`src/rtl/chop_pkg.sv`:
```
package chop_pkg;
  typedef enum logic [2:0] {
    ST_IDLE    = 3'd0,
    ST_GAP_DRV = 3'd1,
    ST_DRIVE   = 3'd2,
    ST_GAP_OFF = 3'd3,
    ST_DECAY   = 3'd4
  } chop_state_e;

  localparam int unsigned LEG_A = 0;
  localparam int unsigned LEG_B = 1;
  localparam int unsigned NUM_LEGS = 2;
endpackage

```
`src/rtl/chop_timer.sv`:
```
module chop_timer #(
  parameter int unsigned CW = 8
) (
  input  logic          clk,
  input  logic          rst_n,
  input  logic          load,
  input  logic [CW-1:0] load_val,
  input  logic          dec,
  output logic          done
);
  logic [CW-1:0] cnt_q;

  always_ff @(posedge clk) begin
    if (!rst_n)              cnt_q <= '0;
    else if (load)           cnt_q <= load_val;
    else if (dec && cnt_q != '0) cnt_q <= cnt_q - 1'b1;
  end

  assign done = (cnt_q == '0);

  p_timer_saturates_r5: assert property (@(posedge clk) disable iff (!rst_n)
    (done && !load) |=> done);
endmodule

```
`src/rtl/chop_fsm.sv`:
```
module chop_fsm
  import chop_pkg::*;
#(
  parameter int unsigned OFF_CYCLES   = 3000,
  parameter int unsigned BLANK_CYCLES = 300
) (
  input  logic clk,
  input  logic rst_n,
  input  logic dir_i,
  input  logic en_i,
  input  logic fast_decay_i,
  input  logic trip_i,
  input  logic zero_i,
  input  logic disable_i,
  output logic [NUM_LEGS-1:0] hi_req,
  output logic [NUM_LEGS-1:0] lo_req
);
  localparam int unsigned MAXC = (OFF_CYCLES > BLANK_CYCLES) ? OFF_CYCLES : BLANK_CYCLES;
  localparam int unsigned CW   = $clog2(MAXC + 1);
  localparam logic [CW-1:0] OFF_LOAD   = CW'(OFF_CYCLES - 1);
  localparam logic [CW-1:0] BLANK_LOAD = CW'(BLANK_CYCLES);

  chop_state_e state_q, state_d;
  logic dir_q, fast_q, sr_q;
  logic tmr_load, tmr_dec, tmr_done;
  logic [CW-1:0] tmr_val;
  logic run_ok;

  assign run_ok = en_i && !disable_i;

  chop_timer #(.CW(CW)) u_tmr (
    .clk      (clk),
    .rst_n    (rst_n),
    .load     (tmr_load),
    .load_val (tmr_val),
    .dec      (tmr_dec),
    .done     (tmr_done)
  );

  always_comb begin
    state_d  = state_q;
    tmr_load = 1'b0;
    tmr_val  = BLANK_LOAD;
    tmr_dec  = 1'b0;
    if (!run_ok) begin
      state_d = ST_IDLE;
    end else begin
      unique case (state_q)
        ST_IDLE:    state_d = ST_GAP_DRV;
        ST_GAP_DRV: begin
          state_d  = ST_DRIVE;
          tmr_load = 1'b1;
          tmr_val  = BLANK_LOAD;
        end
        ST_DRIVE: begin
          tmr_dec = 1'b1;
          if (dir_i != dir_q)          state_d = ST_GAP_DRV;
          else if (trip_i && tmr_done) state_d = ST_GAP_OFF;
        end
        ST_GAP_OFF: begin
          state_d  = ST_DECAY;
          tmr_load = 1'b1;
          tmr_val  = OFF_LOAD;
        end
        ST_DECAY: begin
          tmr_dec = 1'b1;
          if (tmr_done) state_d = ST_GAP_DRV;
        end
        default: state_d = ST_IDLE;
      endcase
    end
  end

  always_ff @(posedge clk) begin
    if (!rst_n) begin
      state_q <= ST_IDLE;
      dir_q   <= 1'b0;
      fast_q  <= 1'b0;
      sr_q    <= 1'b0;
    end else begin
      state_q <= state_d;
      if (state_q == ST_GAP_DRV && run_ok) dir_q <= dir_i;
      if (state_q == ST_GAP_OFF && run_ok) begin
        fast_q <= fast_decay_i;
        sr_q   <= 1'b1;
      end else if (state_q == ST_DECAY && zero_i) begin
        sr_q <= 1'b0;
      end
    end
  end

  // Switch requests from registered state only; index 0 = leg A, 1 = leg B
  always_comb begin
    hi_req = '0;
    lo_req = '0;
    if (state_q == ST_DRIVE) begin
      hi_req[LEG_A] = !dir_q;
      lo_req[LEG_B] = !dir_q;
      hi_req[LEG_B] = dir_q;
      lo_req[LEG_A] = dir_q;
    end else if (state_q == ST_DECAY && sr_q) begin
      if (fast_q) begin
        hi_req[LEG_A] = dir_q;
        lo_req[LEG_B] = dir_q;
        hi_req[LEG_B] = !dir_q;
        lo_req[LEG_A] = !dir_q;
      end else begin
        lo_req = '1;
      end
    end
  end

  p_blank_hold_r3: assert property (@(posedge clk) disable iff (!rst_n)
    (state_q == ST_DRIVE && !tmr_done && run_ok && dir_i == dir_q) |=> state_q == ST_DRIVE);
  p_trip_exit_r4: assert property (@(posedge clk) disable iff (!rst_n)
    (state_q == ST_DRIVE && tmr_done && trip_i && run_ok && dir_i == dir_q) |=> state_q == ST_GAP_OFF);
  p_decay_end_r5: assert property (@(posedge clk) disable iff (!rst_n)
    (state_q == ST_DECAY && tmr_done && run_ok) |=> state_q == ST_GAP_DRV);
  p_mode_held_r8: assert property (@(posedge clk) disable iff (!rst_n)
    (state_q == ST_DECAY && $past(state_q) == ST_DECAY) |-> $stable(fast_q));
  p_zero_cut_r9: assert property (@(posedge clk) disable iff (!rst_n)
    (state_q == ST_DECAY && zero_i) |=> (hi_req == '0 && lo_req == '0));
endmodule

```
`src/rtl/chop_leg.sv`:
```
module chop_leg (
  input  logic clk,
  input  logic rst_n,
  input  logic hi_req,
  input  logic lo_req,
  output logic hi_on,
  output logic lo_on
);
  // Interlock: a conflicting request turns both switches of the leg off
  assign hi_on = hi_req && !lo_req;
  assign lo_on = lo_req && !hi_req;

  p_leg_req_clean_r10: assert property (@(posedge clk) disable iff (!rst_n)
    !(hi_req && lo_req));
endmodule

```
`src/rtl/chop_bridge_ctrl.sv`:
```
module chop_bridge_ctrl
  import chop_pkg::*;
#(
  parameter int unsigned OFF_CYCLES   = 3000,
  parameter int unsigned BLANK_CYCLES = 300
) (
  input  logic clk,
  input  logic rst_n,
  input  logic dir_i,
  input  logic en_i,
  input  logic fast_decay_i,
  input  logic trip_i,
  input  logic zero_i,
  input  logic disable_i,
  output logic hs_a_o,
  output logic ls_a_o,
  output logic hs_b_o,
  output logic ls_b_o
);
  logic [NUM_LEGS-1:0] hi_req, lo_req, hi_on, lo_on;
  logic [3:0] gates;

  chop_fsm #(.OFF_CYCLES(OFF_CYCLES), .BLANK_CYCLES(BLANK_CYCLES)) u_fsm (
    .clk          (clk),
    .rst_n        (rst_n),
    .dir_i        (dir_i),
    .en_i         (en_i),
    .fast_decay_i (fast_decay_i),
    .trip_i       (trip_i),
    .zero_i       (zero_i),
    .disable_i    (disable_i),
    .hi_req       (hi_req),
    .lo_req       (lo_req)
  );

  for (genvar g = 0; g < NUM_LEGS; g++) begin : g_leg
    chop_leg u_leg (
      .clk    (clk),
      .rst_n  (rst_n),
      .hi_req (hi_req[g]),
      .lo_req (lo_req[g]),
      .hi_on  (hi_on[g]),
      .lo_on  (lo_on[g])
    );
  end

  assign hs_a_o = hi_on[LEG_A];
  assign ls_a_o = lo_on[LEG_A];
  assign hs_b_o = hi_on[LEG_B];
  assign ls_b_o = lo_on[LEG_B];
  assign gates  = {hs_a_o, ls_a_o, hs_b_o, ls_b_o};

  p_leg_never_short_r10: assert property (@(posedge clk) disable iff (!rst_n)
    !(hs_a_o && ls_a_o) && !(hs_b_o && ls_b_o));
  p_dead_gap_r10: assert property (@(posedge clk) disable iff (!rst_n)
    (gates != 4'b0000 && $past(gates) != 4'b0000) |-> gates == $past(gates));
  p_forced_idle_r1: assert property (@(posedge clk) disable iff (!rst_n)
    (!en_i || disable_i) |=> gates == 4'b0000);
endmodule

```
`config.mk`:
```
export PLATFORM = sky130hd
export DESIGN_NAME = chop_bridge_ctrl
export DESIGN_NICKNAME = d
export VERILOG_FILES = /design/src/rtl/chop_pkg.sv /design/src/rtl/chop_timer.sv /design/src/rtl/chop_fsm.sv /design/src/rtl/chop_leg.sv /design/src/rtl/chop_bridge_ctrl.sv
export SDC_FILE = /design/constraint.sdc
export NUM_CORES = 1
export LEC_CHECK = 0
export CORE_ASPECT_RATIO = 1.4
export CORE_UTILIZATION = 35
export CTS_CLUSTER_DIAMETER = 150
export CTS_CLUSTER_SIZE = 12
export DETAILED_ROUTE_END_ITERATION = 12
export SLEW_MARGIN = 20
export SYNTH_ARGS = -nofsm -noshare
export SYNTH_HDL_FRONTEND = slang
export SYNTH_SLANG_ARGS = --single-unit
```
`constraint.sdc`:
```
create_clock -name clk -period 2.5 [get_ports clk]
set_clock_uncertainty 0.15 [all_clocks]
set_input_delay 0.75 -clock clk [delete_from_list [all_inputs] [get_ports clk]]
set_output_delay 0.75 -clock clk [all_outputs]
set_load 0.01 [all_outputs]
```
; Word-level counts from Yosys, hierarchy flattened
; Cells that the tools add are included.
[totals]
wordCells = 59
ff_bits = 18
out_inout_bits = 4
[classes]
eq_ne = 7
n_mux = 20
n_addsub = 1
n_reduce_logical = 26
[ops]
columns = op, n
row1 = $mux 12, 4
row2 = $pmux 3 s5, 1
row3 = $logic_not 12->1, 1
row4 = $mux 2, 6
row5 = $reduce_bool 12->1, 1
row6 = $sub 12x1->12 const B, 1
row7 = $logic_and 1x1->1, 11
row8 = $mux 3, 3
row9 = $eq 3x2->1 const B, 2
row10 = $logic_not 1->1, 6
row11 = $mux 1, 6
row12 = $reduce_and 2->1, 2
row13 = $reduce_bool 2->1, 2
row14 = $reduce_or 2->1, 2
row15 = $eq 3x1->1 const B, 1
row16 = $eq 3x3->1 const B, 1
row17 = $logic_not 3->1, 1
row18 = $ne 3x1->1 const B, 1
row19 = $ne 2x1->1 const B, 1
row20 = $ne 1x1->1, 1

; Logic depth before layout (Yosys ltp)
[logic_depth]
ltp_word = 7
mapped_depth = 8
depth_no_buf = 7

; Hierarchy
; Synthesis repeated with hierarchy kept, for this count alone.
[hier_totals]
hier_cells = 149
area_unflattened_um2 = 1186.1
[modules_own_cells]
columns = module, seq_area_each_um2, cells_each, n_inst, area_each_um2
row1 = chop_timer, 240.2, 89, 1, 730.7
row2 = chop_fsm, 120.1, 56, 1, 425.4
row3 = chop_leg, 0.0, 2, 2, 15.0

; Worst setup path after synthesis
; Ideal clock, no wire load.
[synth_timing]
kind = register to output
from = register u_fsm.state_q[2]
to = output hs_b_o
n_path_buf = 1
path_stages_with_launch = 5
path_slack_ps = 536
t_arrival_ps = 1064
cell_sequence = dfxtp_1 > buf_2 > nand3_1 > or3_1 > a21oi_1
[synth_between]
elab_chain_cells = 6
elab_cells_between_ends = 9
classes_between = 2 x eq/ne / 4 x mux / 3 x reduce/logical
[synth_rtl]
columns = element, line
row1 = "start, declared", chop_fsm.sv:23  ; chop_state_e state_q, state_d;
row2 = "start signal, assigned", chop_fsm.sv:81  ; state_q <= state_d;
row3 = $eq 3x3->1, chop_fsm.sv:101  ; end else if (state_q == ST_DECAY && sr_q) begin
row4 = $logic_and 1x1->1, chop_fsm.sv:101
row5 = $mux 2, chop_fsm.sv:101
row6 = $mux 2, chop_fsm.sv:96  ; if (state_q == ST_DRIVE) begin
row7 = $logic_not 1->1, chop_leg.sv:10  ; assign hi_on = hi_req && !lo_req;
row8 = $logic_and 1x1->1 (*), chop_leg.sv:10
row9 = "end, declared", chop_bridge_ctrl.sv:17  ; output logic hs_b_o,
; Mark *: on every way between the ends. The rest lies on a longest branch, timed or not.

; Worst setup path after layout
; Ends and elaborated chain as after synthesis.

==> flow_summary.toml <==
[global_routing]
grt_usage_pct = 17.86
grt_pass1_wl_um = 4616
antenna_found_initial = 0
grt_start_max_net_pins = 12
overflow = 0
first_global_vias = 1032

[clocking]
cts-root-buf = "clkbuf_8"
clock_path_buffers = 2
clk-insertion-delay-late_ns = 0.25
cts_setup_buffers = 0
cts_hold_buf = 0
htreeDepth = 1
cts_tree = "yes"
cts.reportedPaths.clkPinSlew_ns = 0.06
numCtsBuffers = 3
cts_sinks = 18

[outcome]
status = "finished, final reports clean"

[yosys]
synth_nets = 148
synth.distinct_cells = 41
synth_edf_count = 0
yosysTopAreaCell = "dfxtp_1"
yosysWarnings = 0
synth_area_mm2 = 0.001084
synth_ff_type = "dfxtp_1"
yosysTopAreaCellShare_pct = 33.26
avgSynthCellArea_um2 = 7.852
synth_most_common_cell = "dfxtp_1"
synth_area_leaders = "dfxtp_1 (33%), nand2_1 (5.5%), a21oi_1 (4.6%), nor3_1 (4.2%), nor2_1 (3.8%)"
async_reset_ff_share_pct = 0
ys_seq_area_share_pct = 33.26
synthCells = 138
yosys-top-cells-count = "dfxtp_1 (18), nand2_1 (16), nor2_1 (11), a21oi_1 (10), nor3_1 (9)"
ys_ff_latch = 18

[floorplan]
die_area_mm2 = 0.003326
core_mm2 = 0.002907
start_util_pct = 37.28
placementRows = 23
die_h_um = 67.84
ios = 12
die_x_um = 49.03

[setup_path]
path_cells = "nand3_1 -> or3_1 -> a21oi_1 -> dlygate4sd2_1"
worstSetupEndpointType = "output port"
ff2ff_setup_slack_ns = 0.30
r2r_cells = 8
path_max_fanout = 4
critical_path_class = "flop to output port"
worstSetupStartpoint = "u_fsm.state_q[2]"
critPathSlowestCell = "dfxtp_1"
worstPathRequired_ns = 1.60
crit_end = "hs_b_o"
cp_num_cells = 4
critPathTopFamily = "simple AND/OR/NAND/NOR gates"
critPathArrivalTime_ns = 1.45
timing.rr.end = "u_fsm.u_tmr.cnt_q[7]"
worst_path_largest_cell_delay_ns = 0.37
startpoint_type = "flop"
rr_startpoint = "u_fsm.u_tmr.cnt_q[0]"
worst-path-buf-inv = 1

[detailed_routing]
dr.pass1.iters = 4
drt-total-wl_um = 2610
vias = 1050
post_drt_wl_per_cell_um = 13.66
via_per_inst = 5.497
ant_nets = 0
drtIter0Drc = 20
drc_errors = 0

[layout]
final_util_pct = 45.72
area_growth_syn_to_layout_pct = 22.63
fin_nets = 166
antenna_cells = 0
drive_gt1_share_pct = 12.99

[timing]
slew_violations = 0
finalSetupViolCount = 0
worst_slack_ns = 0.1511
rsz0062_at_grt = "no"
relSlewSlack_pct = 65.77
period_needed_ns = 2.349
period_share_pct = 93.95
hold_ws_ns = 0.3583
worstMarginPinSlew_ns = 0.5088
hold_viol = 0
max_freq_mhz = 425.7

[power_and_ir_drop]
p_clk_share_pct = 34.7
pwr-share-comb_pct = 13.4
p_per_area_mw_per_mm2 = 429.9
p_int_uw = 435.0
peakVddDrop_v = 0.0002170
power.switching_uw = 136.2
pwr-share-seq_pct = 51.9
power.leakage_nw = 0.5425
switching_share_pct = 23.85

[placed_design]
dpl_worst_slack_ns = -0.03380
dp_hpwl_um = 2021
numPortBuffers = 11
place.gp.congestion = 0.9016

[flow_run]
maxCapViolCount = 0

[min_path]
hp-class = "flop to flop"
## logic make-up (layout without fill, tap and decap cells)
logic type	count (synthesis)	after routing	synth area share (%)
buffers and inverters	10	26	3.695
adders and majority gates	2	2	2.309
muxes	1	1	0.9238
xor gates and xnor gates	6	6	4.851
and+or+nand+nor	71	71	35.80
DFF	18	18	33.26
AOI/OAI and AO/OA	30	30	19.17
## cell type report
cell class / instances / area (um^2)
sequential: 18 / 364.1
inverter: 3 / 11.26
multi-input combinational: 110 / 685.7
fill: 288 / 1578
clock buffer: 3 / 41.29
tap: 37 / 46.29
timing repair buffer: 20 / 180.2
## state kept, by name (all words and copies together), names as in the netlist
| signal | cells |
|---|---|
| u_fsm.u_tmr.cnt_q | 12 |
| u_fsm.sr_q | 1 |
| u_fsm.state_q | 3 |
| u_fsm.fast_q | 1 |
| u_fsm.dir_q | 1 |
## worst min-delay path by stage
stage                           from               endpoint  slack [ns]  cells past startpoint
2_1_floorplan  u_fsm.u_tmr.cnt_q[10]  u_fsm.u_tmr.cnt_q[10]        0.32                      2
3_3_place_gp            u_fsm.fast_q           u_fsm.fast_q        0.34                      2
3_5_place_dp            u_fsm.fast_q           u_fsm.fast_q        0.35                      2
4_1_cts                 u_fsm.fast_q           u_fsm.fast_q        0.36                      2
5_1_grt             u_fsm.state_q[1]       u_fsm.state_q[0]        0.39                      1
6_report                u_fsm.fast_q           u_fsm.fast_q        0.36                      2
## layout by cell type (no fill, tap or decap), types with 3 or more instances in the layout
| cell | count |
|---|---|
| inv_1 | 3 |
| and3_1 | 3 |
| nor2_1 | 11 |
| xor2_1 | 3 |
| a21boi_0 | 4 |
| clkbuf_8 | 3 |
| nand4_1 | 3 |
| clkdlybuf4s50_1 | 7 |
| nand2b_1 | 3 |
| dfxtp_1 | 17 |
| nand2_1 | 16 |
| nor4_1 | 3 |
| xnor2_1 | 3 |
| buf_4 | 9 |
| nor2b_1 | 4 |
| nor3_1 | 9 |
| nand3_1 | 6 |
| a21oi_1 | 10 |
## metal layers
layer | part of all wire, % | wire, um | track usage (%) | up-vias
li1 | - | - | - | 538
met2 | 48 | 1262 | 32.64 | 19
met5 | 0 | 0 | 0 | -
met3 | 2.4 | 62 | 2.000 | 2
met1 | 49 | 1266 | 21.42 | 491
met4 | 0.73 | 19 | 6.985 | 0
## repair_timing
action / 4_1_cts / 5_1_grt
gates resized for setup: 3 / 4
endpoints found under the setup margin: 4 / 2
gates cloned: 0 / 0
## worst reg2reg max path: stages (launching register included)
cell	delay [ns]
dfxtp_1	0.37
inv_1	0.13
ha_1	0.14
nor3b_1	0.30
and3_1	0.38
nor2_2	0.09
buf_4	0.17
o22a_2	0.22
o21a_1	0.16
## per-stage QoR
step                total power [mW]  setup TNS (ns)  std cells  instance area [um^2]
floorplan                     0.3524               0        138                  1084
CTS                           0.5747               0        191                  1319
finish                        0.5713               0        191                  1329
global route                  0.5936               0        191                  1329
detailed placement            0.3792        -0.03380        188                  1279
global placement              0.3789               0        188                  1279
## power groups by stage
stage	registers [mW]	clock network, mW	logic (mW)
after floorplan	0.302	0	0.0505
after CTS	0.297	0.202	0.0761
after detailed placement	0.304	0	0.0757
after global placement	0.303	0	0.0756
final	0.296	0.198	0.0768
after global routing	0.297	0.212	0.0845
No activity file was read; power rests on OpenSTA's default activity.
